===== src/rtl/owAddrPkg.sv =====
package owAddrPkg;

  typedef enum logic [2:0] {
    ST_CMD,
    ST_READ,
    ST_MATCH,
    ST_SBIT,
    ST_SCMP,
    ST_SWR,
    ST_SEL,
    ST_IDLE
  } addrState_t;

  typedef enum logic [1:0] {
    TX_REL,
    TX_TRUE,
    TX_COMP
  } txMode_t;

  // strobes from control to datapath
  typedef struct packed {
    logic    clear;     // zero bit index and CRC
    logic    cmdShift;  // take one command bit
    logic    advance;   // step to next identity bit
    txMode_t txMode;
  } dpCtl_t;

  localparam logic [7:0] CMD_READ   = 8'h33;
  localparam logic [7:0] CMD_MATCH  = 8'h55;
  localparam logic [7:0] CMD_SEARCH = 8'hF0;
  localparam logic [7:0] CMD_SKIP   = 8'hCC;

endpackage


===== src/rtl/owAddrData.sv =====
module owAddrData
  import owAddrPkg::*;
#(
  parameter int FAM_W = 8,
  parameter int SER_W = 48,
  parameter int CRC_W = 8,
  parameter int CMD_W = 8,
  parameter logic [FAM_W-1:0] FAMILY = 8'h24,
  parameter logic [SER_W-1:0] SERIAL = 48'hA53C0F197E42,
  parameter logic [CRC_W-1:0] POLY_REV = 8'h8C,
  localparam int DATA_W = FAM_W + SER_W,
  localparam int ID_W = DATA_W + CRC_W,
  localparam int IDX_W = $clog2(ID_W)
) (
  input  logic             clk,
  input  logic             rstN,
  input  dpCtl_t           ctl,
  input  logic             wrBit,
  output logic [CMD_W-2:0] cmdHist,
  output logic             cmdLast,
  output logic             curBit,
  output logic             idLast,
  output logic             txBit
);

  localparam logic [DATA_W-1:0] ID_DATA = {SERIAL, FAMILY};

  logic [IDX_W-1:0] bitIdx;
  logic [CRC_W-1:0] crcReg;

  function automatic logic [CRC_W-1:0] crcStep(logic [CRC_W-1:0] c, logic d);
    logic fb;
    fb = c[0] ^ d;
    return (c >> 1) ^ (fb ? POLY_REV : '0);
  endfunction

  // identity bit: stored data, then CRC shifted out LSB first
  always_comb begin
    if (int'(bitIdx) < DATA_W) curBit = ID_DATA[bitIdx];
    else                       curBit = crcReg[0];
  end

  assign cmdLast = (int'(bitIdx) == CMD_W - 1);
  assign idLast  = (int'(bitIdx) == ID_W - 1);

  always_comb begin
    unique case (ctl.txMode)
      TX_TRUE: txBit = curBit;
      TX_COMP: txBit = ~curBit;
      default: txBit = 1'b1;
    endcase
  end

  always_ff @(posedge clk or negedge rstN) begin
    if (!rstN) begin
      bitIdx  <= '0;
      crcReg  <= '0;
      cmdHist <= '0;
    end else begin
      if (ctl.cmdShift) cmdHist <= {wrBit, cmdHist[CMD_W-2:1]};
      if (ctl.clear) begin
        bitIdx <= '0;
        crcReg <= '0;
      end else if (ctl.cmdShift) begin
        bitIdx <= bitIdx + 1'b1;
      end else if (ctl.advance) begin
        bitIdx <= idLast ? '0 : bitIdx + 1'b1;
        crcReg <= crcStep(crcReg, curBit);
      end
    end
  end


  crc_residual_chk: assert property (@(posedge clk) disable iff (!rstN)
    ctl.advance && !ctl.clear && idLast |=> crcReg == '0);

endmodule


===== src/rtl/owAddrCtrl.sv =====
module owAddrCtrl
  import owAddrPkg::*;
#(
  parameter int CMD_W = 8
) (
  input  logic             clk,
  input  logic             rstN,
  input  logic             lineReset,
  input  logic             rdSlot,
  input  logic             wrSlot,
  input  logic             wrBit,
  input  logic [CMD_W-2:0] cmdHist,
  input  logic             cmdLast,
  input  logic             curBit,
  input  logic             idLast,
  output dpCtl_t           ctl,
  output logic             selected
);

  addrState_t state, stateNext;
  logic [CMD_W-1:0] cmdNow;

  assign cmdNow = {wrBit, cmdHist};
  assign selected = (state == ST_SEL);

  always_comb begin
    stateNext    = state;
    ctl.clear    = 1'b0;
    ctl.cmdShift = 1'b0;
    ctl.advance  = 1'b0;
    ctl.txMode   = TX_REL;
    unique case (state)
      ST_READ: ctl.txMode = TX_TRUE;
      ST_SBIT: ctl.txMode = TX_TRUE;
      ST_SCMP: ctl.txMode = TX_COMP;
      default: ctl.txMode = TX_REL;
    endcase
    if (lineReset) begin
      stateNext = ST_CMD;
      ctl.clear = 1'b1;
    end else begin
      unique case (state)
        ST_CMD: if (wrSlot) begin
          ctl.cmdShift = 1'b1;
          if (cmdLast) begin
            ctl.clear = 1'b1;
            unique case (cmdNow)
              CMD_READ:   stateNext = ST_READ;
              CMD_MATCH:  stateNext = ST_MATCH;
              CMD_SEARCH: stateNext = ST_SBIT;
              CMD_SKIP:   stateNext = ST_SEL;
              default:    stateNext = ST_IDLE;
            endcase
          end
        end
        ST_READ: if (rdSlot) begin
          ctl.advance = 1'b1;
          if (idLast) stateNext = ST_SEL;
        end
        ST_MATCH: if (wrSlot) begin
          if (wrBit != curBit) stateNext = ST_IDLE;
          else begin
            ctl.advance = 1'b1;
            if (idLast) stateNext = ST_SEL;
          end
        end
        ST_SBIT: if (rdSlot) stateNext = ST_SCMP;
        ST_SCMP: if (rdSlot) stateNext = ST_SWR;
        ST_SWR: if (wrSlot) begin
          if (wrBit != curBit) stateNext = ST_IDLE;
          else begin
            ctl.advance = 1'b1;
            stateNext = idLast ? ST_SEL : ST_SBIT;
          end
        end
        default: stateNext = state;
      endcase
    end
  end

  always_ff @(posedge clk or negedge rstN) begin
    if (!rstN) state <= ST_CMD;
    else       state <= stateNext;
  end


  rst_restart_chk: assert property (@(posedge clk) disable iff (!rstN)
    lineReset |=> state == ST_CMD);


  sel_hold_chk: assert property (@(posedge clk) disable iff (!rstN)
    state == ST_SEL && !lineReset |=> state == ST_SEL);


  idle_hold_chk: assert property (@(posedge clk) disable iff (!rstN)
    state == ST_IDLE && !lineReset |=> state == ST_IDLE);


  search_order_chk: assert property (@(posedge clk) disable iff (!rstN)
    state == ST_SCMP && rdSlot && !lineReset |=> state == ST_SWR);

endmodule


===== src/rtl/owAddrLayer.sv =====
module owAddrLayer
  import owAddrPkg::*;
#(
  parameter int FAM_W = 8,
  parameter int SER_W = 48,
  parameter int CRC_W = 8,
  parameter int CMD_W = 8,
  parameter logic [FAM_W-1:0] FAMILY = 8'h24,
  parameter logic [SER_W-1:0] SERIAL = 48'hA53C0F197E42,
  parameter logic [CRC_W-1:0] POLY_REV = 8'h8C
) (
  input  logic clk,
  input  logic rstN,
  input  logic lineReset,
  input  logic rdSlot,
  input  logic wrSlot,
  input  logic wrBit,
  output logic txBit,
  output logic selected
);

  dpCtl_t           ctl;
  logic [CMD_W-2:0] cmdHist;
  logic             cmdLast;
  logic             curBit;
  logic             idLast;

  owAddrCtrl #(.CMD_W(CMD_W)) u_ctrl (
    .clk(clk), .rstN(rstN), .lineReset(lineReset), .rdSlot(rdSlot),
    .wrSlot(wrSlot), .wrBit(wrBit), .cmdHist(cmdHist), .cmdLast(cmdLast),
    .curBit(curBit), .idLast(idLast), .ctl(ctl), .selected(selected)
  );

  owAddrData #(
    .FAM_W(FAM_W), .SER_W(SER_W), .CRC_W(CRC_W), .CMD_W(CMD_W),
    .FAMILY(FAMILY), .SERIAL(SERIAL), .POLY_REV(POLY_REV)
  ) u_data (
    .clk(clk), .rstN(rstN), .ctl(ctl), .wrBit(wrBit), .cmdHist(cmdHist),
    .cmdLast(cmdLast), .curBit(curBit), .idLast(idLast), .txBit(txBit)
  );


  sel_release_chk: assert property (@(posedge clk) disable iff (!rstN)
    selected |-> txBit);

endmodule


===== config.mk =====
export PLATFORM = sky130hd
export DESIGN_NAME = owAddrLayer
export DESIGN_NICKNAME = d
export VERILOG_FILES = /design/src/rtl/owAddrPkg.sv /design/src/rtl/owAddrData.sv /design/src/rtl/owAddrCtrl.sv /design/src/rtl/owAddrLayer.sv
export SDC_FILE = /design/constraint.sdc
export NUM_CORES = 1
export LEC_CHECK = 0
export ABC_AREA = 1
export BUFFER_PORTS_ARGS = -buffer_cell sky130_fd_sc_hd__buf_2
export CORE_ASPECT_RATIO = 0.8
export CORE_UTILIZATION = 35
export DETAILED_ROUTE_END_ITERATION = 7
export PLACE_DENSITY = 0.49
export SETUP_SLACK_MARGIN = 0.05
export SYNTH_ARGS = -nofsm -noshare
export SYNTH_HDL_FRONTEND = slang
export SYNTH_SLANG_ARGS = --single-unit

===== constraint.sdc =====
create_clock -name clk -period 1.7 [get_ports clk]
set_clock_uncertainty 0.05 [all_clocks]
set_input_delay 0.17 -clock clk [delete_from_list [all_inputs] [get_ports clk]]
set_output_delay 0.17 -clock clk [all_outputs]
set_load 0.1 [all_outputs]

* Word level (Yosys, flattened, before mapping)
Memory sizes are Yosys's and may differ from the RTL's.
Index checks and enable logic that the tools add are counted.
** Word-level totals
- Bits in registers :: 24
- Latch bits :: 0
- RAM bits :: 0
- ROM bits :: 64
- Input bits :: 6
- Output and inout port bits :: 2
- Logic and storage cells :: 77
- Memories :: 1
** Operators by class
- $add $sub $neg :: 1
- Multiply operators :: 0
- Div/mod/pow operators :: 0
- Magnitude comparators :: 2
- Eq/ne operators :: 23
- Shifts and indexed selects :: 0
- Muxes and demuxes :: 35
- Bitwise logic cells :: 3
- Reduce and logical (&&, ||, !) cells :: 8
** Memories
- (name not given) :: words 64, bits a word 1, read ports 1, clocked after Yosys merged registers in 0, write ports 0, RTL line owAddrData.sv:39 : if (int'(bitIdx) < DATA_W) curBit = ID_DATA[bitIdx];
** Operators by type and width (number)
- 3-bit two-way mux :: 12
- 8-bit two-way mux :: 4
- 6-bit two-way mux :: 4
- 3-bit inequality test, second input constant :: 7
- 3-bit one-hot mux with 6 select lines :: 1
- 8-bit == test, second input constant :: 2
- 3-bit one-hot mux with 4 select lines :: 1
- 3-bit == test, second input constant :: 3
- 8-bit by 6-bit == test with 1-bit output, second input constant :: 1
- 8-bit by 7-bit == test with 1-bit output, second input constant :: 1
- 8-bit AND reduction :: 1
- 7-bit by 8-bit XOR with 8-bit output :: 1
- 6-bit by 7-bit less-than comparator with 1-bit output, second input constant :: 1
- 1-bit two-way mux :: 7
- 7-bit nonzero test :: 1
- 6-bit by 1-bit adder with 6-bit output, second input constant :: 1
- 3-bit by 2-bit == test with 1-bit output, second input constant :: 2
- 6-bit by 1-bit == test with 1-bit output, second input constant :: 1
- 6-bit by 4-bit == test with 1-bit output, second input constant :: 1
- 6-bit less-than comparator, second input constant :: 1
- 2-bit two-way mux :: 3
- 1-bit one-hot mux with 2 select lines :: 2
- 2-bit one-hot mux with 2 select lines :: 1
- 2-bit OR reduction :: 2
- other kinds (11) :: 11

* Depth between registers and ports, before layout
Gate-level depths: netlist (run 1).
- Depth in word-level cells :: 11
- Depth in mapped cells :: 15
- Mapped depth without buffers :: 15

* Modules after synthesis
Synthesis (run 1) repeated with hierarchy kept, for this count alone.
** Second synthesis, totals
- Cell total of the unflattened synthesis :: 249
- Area total of the unflattened synthesis :: 1721.7 µm²
** By module, submodules not included
- owAddrData :: times used 1, cells an instance 155, area an instance 1228.7 µm², seq. area each 525.5 µm²
- owAddrCtrl :: times used 1, cells an instance 94, area an instance 493.0 µm², seq. area each 75.1 µm²

* Worst setup path before layout (run 1)
Ideal clock, no wire load.
- Path kind :: reg2out
- Start point :: reg u_data.bitIdx[2]
- End point :: out txBit
- Arrival :: 2.726 ns
- Data required time :: 1.480 ns
- Slack :: -1.246 ns
- Stages on the path, launching flop included :: 9
- Buffers on the path :: 0
- Path through :: dfrtp_1 ha_1 nor2_1 nor2_1 a21oi_1 nand2_2 nand2_4 nor3_1 o22ai_1
** On the way
- Word-level cells in the longest chain between the ends :: 5
- Elaborated cells on any way between the ends :: 6
- Those cells by class :: order compare (1); mux (3); bitwise (1); memory (1)
** RTL lines
- start, declared :: RTL line owAddrData.sv:28 : logic [IDX_W-1:0] bitIdx;
- start signal, assigned :: RTL line owAddrData.sv:65 : bitIdx <= bitIdx + 1'b1;
- start signal, assigned :: RTL line owAddrData.sv:67 : bitIdx <= idLast ? '0 : bitIdx + 1'b1;
- memory read 64 x 1 bit
- 1-bit two-way mux (implied by the code) :: RTL line owAddrData.sv:39
- 1-bit two-way mux (*) :: RTL line owAddrData.sv:39
- 1-bit NOT :: RTL line owAddrData.sv:49 : TX_COMP: txBit = ~curBit;
- 1-bit one-hot mux with 2 select lines (*) :: RTL line owAddrData.sv:47 : unique case (ctl.txMode)
- end, declared :: RTL line owAddrLayer.sv:18 : output logic txBit,
Mark *: on every way between the ends. The rest lies on a longest branch, timed or not. The select of a mux whose other input is x is not followed.

* Final worst setup path (run 1)
- Start point :: reg u_data.bitIdx[1]
- End point :: out txBit
Same word-level chain as after synthesis.

==> impl_metrics.csv, run 1 <==
group,metric,value,unit
finish,fin_util,52.70,%
sta,setup_viol,18,
sta,max_freq,465.7,MHz
sta,finalCritPeriodShare,126.3,%
critical_path,reg2reg_depth,12,
sta,finalMaxSlewViolations,0,
logic_synthesis,synth-seq-cells,24,
routing,num_vias,1710,
routing,drc,0,
flow_run,max_cap_viol_count,0,
sta,min_period,2147,ps
logic_synthesis,synth_edf_count,0,
sta,finalHoldViolations,0,
critical_path,crit_end,"txBit",
cts,cts_buffer_depth,2,
hold_path,holdCritPathClass,"input port to register",
logic_synthesis,synth-async-reset-ratio,100.0,%
logic_synthesis,ys.warnings.count,0,
logic_synthesis,synth_top_area_share,34.73,%
cts,clock_latency,270,ps
finish,diodes,0,
logic_synthesis,post-synth-top-count-cell,"nand2_1",
power,power_density,1357,nW/µm²
floorplan,num_rows,22,
sta,relSlewSlack,63.24,%
critical_path,r2r_end,"u_data.crcReg[0]",
cts,cts_htree_levels,1,
power,ir_worst_vdd,0.0007238,V
grt,grt_max_degree,25,
cts,cts_tree,"built",
routing,drt-total-wl,4395,µm
cts,cts_inserted_buffers,3,
logic_synthesis,yosysSeqAreaShare,34.73,%
logic_synthesis,ys_top_cells_by_area,"dfrtp_1 35%, nand2_1 16%, nand3_1 9.0%, inv_1 7.2%, nor2_1 5.4%",
power,switching_share,43.55,%
power,p_int,1.890,mW
logic_synthesis,yosys.area.top_type,"dfrtp_1",
routing,firstDrtPassIters,4,
critical_path,worstReg2RegStart,"u_data.bitIdx[1]",
power,p_seq_share,27.2,%
sta,rsz0062_at_grt,"true",
critical_path,cp_max_fo,5,
critical_path,crit_arrival,1930,ps
finish,fillers,472,
finish,drive_gt1_share,34.33,%
grt,grt_pass1_wl,7458,µm
outcome,status,"finished with violations",
logic_synthesis,syn_area_per_cell,6.835,µm²
grt,grt-ovfl-total,0,
logic_synthesis,netlist-cell-type-count,29,
routing,drt_iter0_drc,69,
logic_synthesis,netlist_area,1729,µm²
power,power_frac_comb,57.8,%
logic_synthesis,syn_inst,253,
floorplan,initial_core_util,36.95,%
outcome,violations,"negative setup slack",
placed_design,gp_congestion,0.8405,
floorplan,die_height,64.87,µm
power,switching_power,1.458,mW
critical_path,path_class,"register to primary output",
critical_path,worstSetupStartpointType,"register",
logic_synthesis,syn_nets,265,
grt,antenna_found_initial,0,
routing,via_per_inst,4.750,
sta,fin_hold_ws,232.7,ps
power,leakagePower,1.223,nW
critical_path,worstSetupEndpointType,"primary output",
sta,fin_tns_setup,-5692,ps
critical_path,required,1480,ps
grt,track_usage,18.61,%
critical_path,regToRegSetupSlack,-380,ps
placed_design,hpwl,3364,µm
finish,nets,313,
routing,final_antenna_net_count,0,
cts,path_clk_slew,90,ps
floorplan,ioPinCount,8,
logic_synthesis,synthFlopType,"dfrtp_1",
floorplan,core,4679,µm²
floorplan,dieArea,5227,µm²
routing,post_drt_wl_per_cell,12.21,µm
critical_path,startpoint,"u_data.bitIdx[1]",
finish,syn2layout_area_growth,42.62,%
sta,worstMarginPinSlew,551.4,ps
power,p_clk_share,15.0,%
sta,fin_ws,-447.5,ps
power,totalPowerFinal,3.347,mW
cts,clockRootBuffer,"clkbuf_8",
logic_synthesis,synth_common_cells,"76 x nand2_1, 33 x inv_1, 31 x nand3_1",
grt,first_global_vias,1565,
placed_design,port_buffers,7,
cts,cts_sinks,24,
floorplan,die_x,80.59,µm
-- final cells by class --
class | instances | area, µm² | share of cell area [%]
Multi-Input combinational cell | 187 | 1147 | 46.52
Sequential cell | 24 | 605.6 | 24.56
Timing Repair Buffer | 48 | 422.9 | 17.15
Inverter | 37 | 143.9 | 5.835
Tap cell | 60 | 75.07 | 3.044
Clock buffer | 3 | 41.29 | 1.674
Clock inverter | 1 | 30.03 | 1.218
-- power by group through the flow --
stage,sequential (mW),combinational [mW],clock [mW]
final,0.910,1.93,0.503
after global routing,0.937,2.14,0.537
after CTS,0.901,1.89,0.519
after detailed placement,0.912,1.79,0
after global placement,0.913,1.78,0
after floorplan,0.913,1.13,0
-- layer usage --
layer	GRT usage, %	wire, µm
met1	30.09	2526
met2	25.74	1772
met3	1.690	56
met4	4.688	39
met5	0	0
-- through the flow --
stage / cell area, µm² / instances / setup WS [ps]
6_report: 2466 / 360 / -447.5
5_1_grt: 2466 / 360 / -551.4
4_1_cts: 2387 / 357 / -532.1
3_5_place_dp: 2236 / 347 / -317.1
3_3_place_gp: 2236 / 347 / -267.8
2_1_floorplan: 1864 / 253 / -317.9
-- state kept, by name (all words and copies together) (netlist names) --
| signal | flops |
|---|---|
| u_data.cmdHist | 7 |
| u_data.crcReg | 8 |
| u_data.bitIdx | 6 |
| u_ctrl.state | 3 |
-- placed cells by master, fill, tap and decap left out, types with 2 or more instances in the layout --
| cell | synthesis | final |
|---|---|---|
| clkbuf_8 | 0 | 3 |
| dfrtp_1 | 24 | 20 |
| nand3_1 | 31 | 20 |
| nand2_4 | 2 | 3 |
| buf_2 | 1 | 5 |
| nor2_2 | 0 | 5 |
| o21ai_1 | 2 | 2 |
| buf_4 | 1 | 32 |
| inv_4 | 0 | 2 |
| nand3_2 | 3 | 11 |
| xor2_1 | 2 | 2 |
| nor4_1 | 2 | 2 |
| nor3_1 | 4 | 3 |
| nand3_4 | 0 | 3 |
| o21ai_0 | 9 | 9 |
| a21oi_1 | 5 | 4 |
| inv_2 | 4 | 7 |
| nor2_1 | 25 | 20 |
| buf_12 | 0 | 4 |
| nand2_1 | 76 | 70 |
| nand2_2 | 2 | 7 |
| inv_1 | 33 | 28 |
| buf_6 | 1 | 4 |
| ha_1 | 6 | 2 |
| nand4_1 | 9 | 9 |
| ha_4 | 0 | 4 |
| dfrtp_2 | 0 | 4 |
-- worst max-delay path, stage by stage, from the launching register on --
cell     delay, ps
dfrtp_2        490
inv_4          110
ha_4           210
nand3_2         70
nand3_2         90
nand3_4         80
nand2_4         60
buf_12         130
nor3_4         140
o22ai_4        100
buf_12         180
-- worst min path at each step --
stage,slack [ps],from,to,cells after the start
CTS,210,lineReset,u_ctrl.state[0],4
floorplan,-180,rstN,u_ctrl.state[0],0
global route,240,lineReset,u_ctrl.state[0],4
global placement,150,rstN,u_data.crcReg[5],1
finish,230,lineReset,u_ctrl.state[0],4
detailed placement,140,rstN,u_data.crcReg[6],1
-- logic make-up after synthesis --
group | share of synthesized area (%)
buf+inv | 9.841
simple gates | 41.90
compound gates | 8.177
flops | 34.73
xor+xnor | 1.013
fa+ha+maj | 4.341
-- timing repair --
item                       CTS  global route
resized for setup           10            18
hold buffers                 1             0
hold endpoints to repair    24             0
setup endpoints to repair   18            21
setup buffers                5             3
pin swaps                   13             8
(Power assumes the default switching activity.)
==> inputs of run 2 (changes only) <==
Settings changed: RECOVER_POWER from default to 100.
==> run 2 against run 1 <==
  * Via count shrank 0.18%
  * Total power shrank 0.18%
  * Sequential cell count is the same
  * The flow still finishes with violations (negative setup slack)
  * Sequential power is essentially flat
  * Critical path type unchanged
  * Final cell count is the same
  * Register-to-register slack is essentially flat
  * Hold slack lost 11 ps
==> impl_metrics.csv, run 2 (synthesis gave the netlist of run 1 again) <==
group,metric,value,unit
sta,rsz0062_at_grt,"true",
sta,max_freq,465.7,MHz
power,switching_share,43.54,%
finish,largestRegisters,"u_data.crcReg (8), u_data.cmdHist (7), u_data.bitIdx (6)",
sta,min_period,2147,ps
routing,post_drt_wl_per_cell,12.18,µm
finish,syn2layout_area_growth,42.47,%
finish,diodes,0,
finish,largest_reg_flops,8,
flow_run,max_cap_viol_count,0,
outcome,status,"finished with violations",
sta,setup_viol,18,
placed_design,gp_congestion,0.8405,
grt,antenna_found_initial,0,
power,power_frac_comb,57.7,%
floorplan,die_x,80.59,µm
grt,first_global_vias,1565,
grt,grt-ovfl-total,0,
finish,fin_util,52.65,%
routing,drt-total-wl,4384,µm
placed_design,place_ws,-317.1,ps
critical_path,path_class,"register to primary output",
placed_design,hpwl,3364,µm
sta,worstMarginPinSlew,612.9,ps
routing,drt_iter0_drc,70,
cts,cts_tree,"built",
critical_path,cp_max_fo,5,
routing,via_per_inst,4.742,
power,p_seq_share,27.2,%
routing,num_vias,1707,
power,p_int,1.886,mW
finish,final_common_cell,"nand2_1",
placed_design,port_buffers,7,
power,ir_worst_vdd,0.0007237,V
cts,cts_htree_levels,1,
routing,final_antenna_net_count,0,
outcome,violations,"negative setup slack",
routing,drc,0,
finish,regMostFlops,"u_data.crcReg",
power,switching_power,1.455,mW
power,p_clk_share,15.0,%
power,power_density,1356,nW/µm²
sta,finalCritPeriodShare,126.3,%
grt,grt_pass1_wl,7458,µm
hold_path,holdCritPathClass,"input port to register",
sta,fin_ws,-447.5,ps
critical_path,required,1480,ps
finish,drive_gt1_share,34.00,%
floorplan,dieArea,5227,µm²
cts,clockRootBuffer,"clkbuf_8",
power,leakagePower,1.220,nW
cts,clock_latency,270,ps
floorplan,ioPinCount,8,
sta,finalMaxSlewViolations,0,
sta,relSlewSlack,59.14,%
floorplan,num_rows,22,
grt,grt_max_degree,25,
cts,cts_buffer_depth,2,
routing,firstDrtPassIters,4,
cts,cts_inserted_buffers,3,
finish,nets,313,
floorplan,initial_core_util,36.95,%
finish,layout_common_cells,"70 x nand2_1, 31 x buf_4, 28 x inv_1",
floorplan,core,4679,µm²
critical_path,worstSetupStartpointType,"register",
power,totalPowerFinal,3.341,mW
cts,path_clk_slew,90,ps
critical_path,crit_arrival,1930,ps
grt,track_usage,18.61,%
critical_path,worstSetupEndpointType,"primary output",
floorplan,die_height,64.87,µm
cts,cts_sinks,24,
sta,finalHoldViolations,0,
## run 2: cell count changes in the layout (fill, tap and decap cells not counted)
cell      before  now
clkbuf_2       0    2
clkinv_1       0    1
buf_2          5    4
inv_2          7    6
buf_4         32   31
## run 2: path summary, 6_finish.rpt
| path | slack [ps] | cells after the start | endpoint | startpoint |
|---|---|---|---|---|
| max in group asynchronous | 780 | 2 | u_data.bitIdx[3] | rstN |
| max | -450 | 10 | txBit | u_data.bitIdx[1] |
| min in group asynchronous | 390 | 2 | u_data.crcReg[6] | rstN |
| max reg2reg | -380 | 12 | u_data.crcReg[0] | u_data.bitIdx[1] |
| min | 220 | 4 | u_ctrl.state[0] | lineReset |
| min reg2reg | 460 | 2 | u_data.crcReg[4] | u_data.crcReg[4] |
## run 2: final cells by class
class / count / area [µm²]
sequential: 24 / 605.6
timing repair buffer: 48 / 420.4
clock inverter: 1 / 30.03
inverter: 37 / 143.9
tap: 60 / 75.07
fill: 472 / 2216
clock buffer: 3 / 41.29
multi-input combinational: 187 / 1147
## run 2: through the flow
| step | setup TNS (ps) | instance area [µm²] | instances | hold WS (ps) |
|---|---|---|---|---|
| floorplan | -1385 | 1864 | 253 | -175.6 |
| global placement | -3849 | 2236 | 347 | 145.7 |
| detailed placement | -4197 | 2236 | 347 | 142.2 |
| CTS | -5323 | 2387 | 357 | 208.4 |
| global route | -7924 | 2464 | 360 | 241.2 |
| finish | -5688 | 2464 | 360 | 221.8 |
## run 2: timing repair
action	4_1_cts	5_1_grt
gates resized for setup	10	18
hold endpoints to repair	24	0
hold buffers	1	0
buffers inserted	5	3
endpoints found under the setup margin	18	21
cloned	0	0
pin swaps	13	8
## run 2: per-layer routing
metal	GRT usage [%]	vias to the layer above	wire length, µm
li1	-	913	-
met1	30.09	774	2500
met2	25.74	16	1757
met3	1.690	4	86
met4	4.688	0	39
met5	0	-	0
## run 2: power by group through the flow
stage	Sequential (mW)	Clock, mW	Combinational [mW]
3_5_place_dp	0.912	0	1.79
3_3_place_gp	0.913	0	1.78
5_1_grt	0.937	0.537	2.13
2_1_floorplan	0.913	0	1.13
6_report	0.910	0.502	1.93
4_1_cts	0.901	0.519	1.89
## run 2: critical path, cell delays in order (launching register included)
cell,delay [ps]
dfrtp_2,490
inv_4,110
ha_4,210
nand3_2,70
nand3_2,90
nand3_4,80
nand2_4,60
buf_12,130
nor3_4,140
o22ai_4,100
buf_12,180
==> inputs of run 3 (changes only) <==
Settings changed: CORE_UTILIZATION 35 to 30, PLACE_DENSITY 0.49 to 0.43.
==> run 3 against run 2 <==
  * The flow still finishes with violations (negative setup slack)
  * Total power down 1.2%
  * Die area up 16%
  * Count of clock-buffer cells in the layout unchanged
  * Combinational power down 3%
  * Worst setup slack better by 40 ps
  * First-iteration DRC count up 81%
  * Non-clock buffer count unchanged
  * Routed wire length up 6.8%
  * Critical path type unchanged
  * Critical endpoint unchanged
  * Largest power group unchanged
  * Highest routed layer unchanged
==> impl_metrics.csv, run 3 (synthesis gave the netlist of run 1 again) <==
group,metric,value,unit
outcome,status,"finished with violations",
outcome,violations,"negative setup slack",
grt,grt_max_degree,25,
sta,finalCritPeriodShare,124.0,%
cts,cts_tree,"built",
floorplan,dieArea,6073,µm²
cts,cts_htree_levels,1,
critical_path,worstSetupEndpointType,"primary output",
finish,drive_gt1_share,32.00,%
grt,grt-ovfl-total,0,
cts,clockRootBuffer,"clkbuf_8",
grt,antenna_found_initial,0,
routing,firstDrtPassIters,4,
sta,min_period,2108,ps
critical_path,required,1480,ps
placed_design,gp_congestion,0.8376,
critical_path,cp_max_fo,5,
critical_path,critical_path.max_stage_delay,490,ps
sta,fin_tns_setup,-5575,ps
cts,clock_latency,270,ps
grt,grt_pass1_wl,8107,µm
cts,cts_buffer_depth,2,
routing,drt-total-wl,4681,µm
critical_path,path_cells,"ha_4 -> nor2_1 -> nor2_1 -> a21oi_1 -> nand2_2 -> nand2_4 -> buf_4 -> o22ai_4 -> buf_12",
hold_path,holdCritPathClass,"input port to register",
routing,num_vias,1706,
power,power_density,1349,nW/µm²
finish,largest_reg_flops,8,
finish,layout_common_cells,"73 x nand2_1, 29 x buf_4, 28 x inv_1",
routing,drt_iter0_drc,127,
finish,fillers,602,
grt,track_usage,16.99,%
sta,finalHoldViolations,0,
cts,cts_inserted_buffers,3,
finish,final_common_cell,"nand2_1",
sta,relSlewSlack,57.14,%
placed_design,place_ws,-276.0,ps
power,leakagePower,1.212,nW
critical_path,cp_common_cell,"nor2_1",
finish,diodes,0,
floorplan,die_x,86.88,µm
finish,regMostFlops,"u_data.crcReg",
critical_path,path_class,"register to primary output",
routing,via_per_inst,4.513,
placed_design,hpwl,3543,µm
placed_design,port_buffers,7,
floorplan,num_rows,24,
floorplan,die_height,69.91,µm
finish,largestRegisters,"u_data.crcReg (8), u_data.cmdHist (7), u_data.bitIdx (6)",
sta,max_freq,474.5,MHz
critical_path,slowest_stage,"dfrtp_2",
floorplan,ioPinCount,8,
critical_path,crit_arrival,1890,ps
floorplan,initial_core_util,31.47,%
finish,syn2layout_area_growth,41.61,%
routing,final_antenna_net_count,0,
finish,final_cell_count_no_fill,378,
sta,setup_viol,17,
finish,fin_util,44.56,%
floorplan,core,5495,µm²
critical_path,worstSetupStartpointType,"register",
critical_path,path_delay_family,"flip-flops",
finish,nets,313,
critical_path,critical_path_buf_inv_count,2,
sta,finalMaxSlewViolations,0,
routing,drc,0,
flow_run,max_cap_viol_count,0,
routing,post_drt_wl_per_cell,12.38,µm
cts,cts_sinks,24,
placed_design,dp.cells,368,
cts,path_clk_slew,90,ps
sta,rsz0062_at_grt,"true",
power,ir_worst_vdd,0.0005785,V
sta,fin_ws,-407.7,ps
sta,worstMarginPinSlew,642.9,ps
grt,first_global_vias,1713,
run 3: repair_timing:
| item | 4_1_cts | 5_1_grt |
|---|---|---|
| pin swaps | 9 | 1 |
| gates resized for setup | 19 | 5 |
| endpoints found under the hold margin | 24 | 0 |
| hold buffers | 1 | 0 |
| buffers inserted | 5 | 0 |
| endpoints found under the setup margin | 18 | 21 |
run 3: final timing paths:
path / startpoint / endpoint / slack [ps] / depth (start not counted)
setup / recovery: u_data.bitIdx[1] / txBit / -410 / 9
hold / removal: lineReset / u_ctrl.state[0] / 210 / 4
setup reg to reg: u_data.bitIdx[1] / u_data.bitIdx[1] / -360 / 11
hold reg to reg: u_data.crcReg[3] / u_data.crcReg[3] / 460 / 2
max in group asynchronous: rstN / u_data.bitIdx[0] / 750 / 2
min in group asynchronous: rstN / u_data.cmdHist[4] / 410 / 2
run 3: metal layers:
metal  routed length [µm]  vias up  part of all wire (%)  GRT usage (%)
met5                    0        -                     0              0
met4                   15        0                  0.32          1.667
met3                  113        2                   2.4          2.955
met2                 1985       16                    42          25.02
met1                 2565      776                    55          26.54
li1                     -      912                     -              -
run 3: report_power, final:
part           switching [mW]  internal (mW)
Combinational            1.09          0.785
Clock                   0.205          0.315
Sequential              0.164          0.741
Total                    1.46           1.84
run 3: area by class of cell:
cell class	instances	area, µm²	share of cell area, %
inverters	37	143.9	5.876
clock inverters	1	30.03	1.226
clock buffers	3	41.29	1.686
repair buffers	48	401.6	16.40
flip-flops and latches	24	604.3	24.68
well taps	78	97.59	3.986
multi-input cells	187	1130	46.14
run 3: stage by stage:
step,area [µm²],hold WS [ps],power [mW]
3_3_place_gp,2268,152.8,2.688
4_1_cts,2445,194.2,3.329
6_report,2449,209.5,3.303
5_1_grt,2449,236.0,3.577
2_1_floorplan,1864,-175.6,2.047
3_5_place_dp,2268,159.9,2.671
run 3: worst reg2reg max path, delay by kind of cell, from the launching register on:
kind                     cells  cell delay, ps
AND/OR/NAND/NOR              7             640
flip-flops                   1             490
buffers and inverters        2             360
adder cells (fa/ha/maj)      1             260
AO/OA/AOI/OAI                1             160
